==> config.mk <==
export PLATFORM = sky130hd
export DESIGN_NAME = dual_clear_shift_hold
export DESIGN_NICKNAME = d
export VERILOG_FILES = /design/src/rtl/dcsh_pkg.sv /design/src/rtl/dcsh_edge.sv /design/src/rtl/dcsh_shift.sv /design/src/rtl/dcsh_hold.sv /design/src/rtl/dual_clear_shift_hold.sv
export SDC_FILE = /design/constraint.sdc
export NUM_CORES = 1
export LEC_CHECK = 0
export CAP_MARGIN = 0
export CORE_MARGIN = 2
export CORE_UTILIZATION = 26
export DETAILED_ROUTE_END_ITERATION = 8
export PLACE_DENSITY = 0.44
export SLEW_MARGIN = 30
export SYNTH_ARGS = -nofsm -noshare
export SYNTH_HDL_FRONTEND = slang
export SYNTH_SLANG_ARGS = --single-unit
==> constraint.sdc <==
create_clock -name clk -period 2.3 [get_ports clk]
set_input_delay 0.23 -clock clk [delete_from_list [all_inputs] [get_ports clk]]
set_output_delay 0.23 -clock clk [all_outputs]
set_load 0.005 [all_outputs]
==> src/rtl/dcsh_pkg.sv <==
`timescale 1ns/1ps
package dcsh_pkg;
    localparam int DEF_WIDTH = 8;

    // Edge-detector state: previously sampled strobe level
    typedef struct packed {
        logic prev;
    } edge_state_t;
endpackage

==> src/rtl/dcsh_edge.sv <==
`timescale 1ns/1ps
module dcsh_edge
    import dcsh_pkg::*;
(
    input  logic clk,
    input  logic clr_n,
    input  logic strobe,
    output logic rise
);
    edge_state_t st_d, st_q;

    always_comb begin
        st_d      = st_q;
        st_d.prev = strobe;
        rise      = strobe & ~st_q.prev;
    end

    // Reset to "high" so a strobe already high at clear release is not an edge
    always_ff @(posedge clk or negedge clr_n) begin
        if (!clr_n) st_q <= '{prev: 1'b1};
        else        st_q <= st_d;
    end

    // one rise per strobe pulse
    p_single_rise_r9: assert property (@(posedge clk) disable iff (!clr_n)
        rise |=> !rise);
endmodule

==> src/rtl/dcsh_shift.sv <==
`timescale 1ns/1ps
module dcsh_shift #(
    parameter int WIDTH = dcsh_pkg::DEF_WIDTH
) (
    input  logic             clk,
    input  logic             clr_n,
    input  logic             advance,
    input  logic             ser,
    output logic [WIDTH-1:0] q
);
    localparam int LAST = WIDTH - 1;

    typedef struct packed {
        logic [WIDTH-1:0] bits;
    } shift_state_t;

    shift_state_t st_d, st_q;
    logic [WIDTH-1:0] moved;

    assign moved[0] = ser;
    for (genvar i = 1; i <= LAST; i++) begin : g_stage
        assign moved[i] = st_q.bits[i-1];
    end

    always_comb begin
        st_d = st_q;
        if (advance) st_d.bits = moved;
    end

    always_ff @(posedge clk or negedge clr_n) begin
        if (!clr_n) st_q <= '0;
        else        st_q <= st_d;
    end

    assign q = st_q.bits;

    p_head_load_r1: assert property (@(posedge clk) disable iff (!clr_n)
        advance |=> q[0] == $past(ser));
    p_stage_move_r1: assert property (@(posedge clk) disable iff (!clr_n)
        advance |=> q[LAST:1] == $past(q[LAST-1:0]));
    p_shift_idle_r5: assert property (@(posedge clk) disable iff (!clr_n)
        !advance |=> $stable(q));
    p_shift_clear_r3: assert property (@(posedge clk)
        !clr_n |-> q == '0);
endmodule

==> src/rtl/dcsh_hold.sv <==
`timescale 1ns/1ps
module dcsh_hold #(
    parameter int WIDTH = dcsh_pkg::DEF_WIDTH
) (
    input  logic             clk,
    input  logic             clr_n,
    input  logic             capture,
    input  logic [WIDTH-1:0] d,
    output logic [WIDTH-1:0] q
);
    typedef struct packed {
        logic [WIDTH-1:0] word;
    } hold_state_t;

    hold_state_t st_d, st_q;

    always_comb begin
        st_d = st_q;
        if (capture) st_d.word = d;
    end

    always_ff @(posedge clk or negedge clr_n) begin
        if (!clr_n) st_q <= '0;
        else        st_q <= st_d;
    end

    assign q = st_q.word;

    p_capture_r2: assert property (@(posedge clk) disable iff (!clr_n)
        capture |=> q == $past(d));
    p_hold_idle_r5: assert property (@(posedge clk) disable iff (!clr_n)
        !capture |=> $stable(q));
    p_hold_clear_r4: assert property (@(posedge clk)
        !clr_n |-> q == '0);
endmodule

==> src/rtl/dual_clear_shift_hold.sv <==
`timescale 1ns/1ps
module dual_clear_shift_hold #(
    parameter int WIDTH = dcsh_pkg::DEF_WIDTH
) (
    input  logic             clk,
    input  logic             ser_in,
    input  logic             shift_strobe,
    input  logic             shift_clr_n,
    input  logic             hold_strobe,
    input  logic             hold_clr_n,
    output logic [WIDTH-1:0] par_out,
    output logic             cascade_out
);
    localparam int LAST = WIDTH - 1;

    logic             shift_rise;
    logic             hold_rise;
    logic [WIDTH-1:0] sr_q;

    dcsh_edge u_shift_edge (
        .clk    (clk),
        .clr_n  (shift_clr_n),
        .strobe (shift_strobe),
        .rise   (shift_rise)
    );

    dcsh_edge u_hold_edge (
        .clk    (clk),
        .clr_n  (hold_clr_n),
        .strobe (hold_strobe),
        .rise   (hold_rise)
    );

    dcsh_shift #(.WIDTH(WIDTH)) u_shift (
        .clk     (clk),
        .clr_n   (shift_clr_n),
        .advance (shift_rise),
        .ser     (ser_in),
        .q       (sr_q)
    );

    dcsh_hold #(.WIDTH(WIDTH)) u_hold (
        .clk     (clk),
        .clr_n   (hold_clr_n),
        .capture (hold_rise),
        .d       (sr_q),
        .q       (par_out)
    );

    assign cascade_out = sr_q[LAST];

    // after a joint strobe, storage sits one shift behind the shift register
    p_one_behind_r7: assert property (@(posedge clk)
        disable iff (!shift_clr_n || !hold_clr_n)
        (shift_rise && hold_rise) |=> par_out[LAST-1:0] == sr_q[LAST:1]);
endmodule

==> metrics.cfg <==
[yosys]
synth.avg_cell_area_um2 = 19.56
yosysUniqueCellTypes = 5
synth_nets = 44
netlist_area_um2 = 743.2
syn_inst = 38
ys_seq_elements = 18
ys_warn_count = 0
yosysSeqAreaShare_pct = 60.94

[die]
ioPinCount = 15
coreArea_mm2 = 0.002734
dieHeight_um = 57.47
die_width_um = 57.47
start_util_pct = 27.19
rows = 19
dieArea_mm2 = 0.003302

[power]
pwr-share-comb_pct = 32.8
power.switching_uw = 255.9
peakVddDrop_uv = 395.8
internal_power_uw = 810.9
sw_frac_of_total_pct = 23.98
p_per_area_mw_per_mm2 = 1140
p_seq_share_pct = 48.9
p_clk_share_pct = 18.3
p_leak_uw = 0.0004224

[cells_and_area]
drive_gt1_share_pct = 44.44
register_area_um2 = 452.9
nFillCells = 273
antenna_cells = 0
layout_common_cells = 16 x mux2_4, 16 x dfrtp_1, 14 x clkdlybuf4s50_1, 3 x clkbuf_4
final_nets = 61
fin_util_pct = 34.23
area_delta_synth_final_pct = 25.93
multi_input_area_um2 = 267.8

[clocking]
cts_buffers = 3
clk_pin_slew_ps = 110
cts_hold_buf = 0
cts_tree = yes
postCtsSetupRepairBufs = 0
clockBufferDepth = 2
cts.sinks = 18
clock_latency_ps = 290
cts_htree_levels = 1
clockRootBuffer = clkbuf_4
cts-resized-gates = 0

[placement]
hpwl_um = 797.3
io_buffers = 14
gp_congestion = 0.6074

[timing]
final_max_slew_viol_count = 0
rsz0062_at_grt = no
holdWs_ps = 214.3
fin_setup_tns_ps = 0
slew_headroom_pct = 71.72
finalCritPeriodShare_pct = 62.33
timing.final.crit_period_ps = 1434
hold_violations = 0
fmax_mhz = 697.5
finClkSkew_ps = 9.762
worstMarginPinSlew_ps = 422.8
setup_viol = 0

[grt]
grt_pass1_wl_mm = 1.835
grt_max_degree = 11
track_usage_pct = 7.913
gr-total-overflow = 0
antenna_found_initial = 0
grt_pass1_vias = 357

[routing]
drt_iter0_drc = 1
detail-route-antenna-nets = 0
vias = 337
remaining_drc_errors = 0
wl_mm = 1.100
vias_per_cell = 3.965
first_pass_iters = 2
wl_per_cell_um = 12.94

[critical_path]
startpoint_type = flip-flop
critPathSlowestCell = clkdlybuf4s50_1
end_kind = output port
critPathArrivalTime_ps = 1200
cpLargestDelayFamily = buffers and inverters
crit_buf_inv = 1
slowest_delay_ps = 510
cp_max_fo = 3
cp_cell_sequence = clkdlybuf4s50_1
crit_type = reg -> out
required_ps = 2070

[worst_hold_path]
hold_class = in -> async

[flow_run]
cap_violations = 0

[status]
status = complete, no violations

==> power groups by stage <==
stage,Clock [µW],Combinational [µW],Sequential [µW]
2_1_floorplan,0,187,513
3_3_place_gp,0,354,531
3_5_place_dp,0,354,528
4_1_cts,207,356,523
5_1_grt,227,371,538
6_report,195,350,521
==> cell families (layout without fill, tap and decap cells) <==
kind of cell	count (synthesis)	count (layout)	synth area share, %
and+or+nand+nor	2	2	3.704
DFF	18	18	60.94
muxes	16	16	32.32
buffers and inverters	2	18	3.030
==> through the flow <==
step | total power (µW) | std cells | worst slack [ps] | cell area, µm²
floorplan | 700.0 | 38 | 1203 | 743.2
global placement | 884.2 | 81 | 771.2 | 899.6
detailed placement | 882.1 | 81 | 775.0 | 899.6
CTS | 1086 | 85 | 851.2 | 935.9
global route | 1137 | 85 | 791.9 | 935.9
finish | 1067 | 85 | 866.3 | 935.9
==> layer usage <==
layer,vias up,share of wire (%),GRT usage [%]
li1,162,-,-
met2,10,42,8.929
met1,165,52,12.25
met5,-,0,0
met3,0,6.0,2.721
met4,0,0,4.983
==> cell usage after synthesis (all sizes together) <==
| master | number | area [µm²] |
|---|---|---|
| dfrtp | 16 | 400.4 |
| mux2 | 16 | 240.2 |
| buf | 2 | 22.52 |
| dfstp | 2 | 52.55 |
| nor2b | 2 | 27.53 |
==> sequential cells by signal (all words and copies together) (netlist names) <==
name,flops
u_shift.q,8
u_hold.q,8
u_hold_edge.st_q,1
u_shift_edge.st_q,1
==> worst paths after layout <==
| check | endpoint | cells past startpoint | start | slack, ps |
|---|---|---|---|---|
| max | cascade_out | 1 | u_shift.q[7] | 870 |
| min | u_hold.q[7] | 1 | hold_clr_n | 210 |
| max reg2reg | u_hold.q[2] | 2 | u_hold_edge.st_q | 1160 |
| min reg2reg | u_hold.q[1] | 1 | u_hold.q[1] | 520 |
| max in group asynchronous | u_shift_edge.st_q | 1 | shift_clr_n | 1750 |
| min in group clk | u_hold_edge.st_q | 1 | hold_strobe | 360 |
==> cell type report <==
class / count / share of cell area (%)
flip-flops and latches: 18 / 48.40
multi-input cells: 18 / 28.61
repair buffers: 14 / 14.97
well taps: 31 / 4.144
clock buffers: 4 / 3.877
Note: power is estimated with default switching activity, not from simulation.
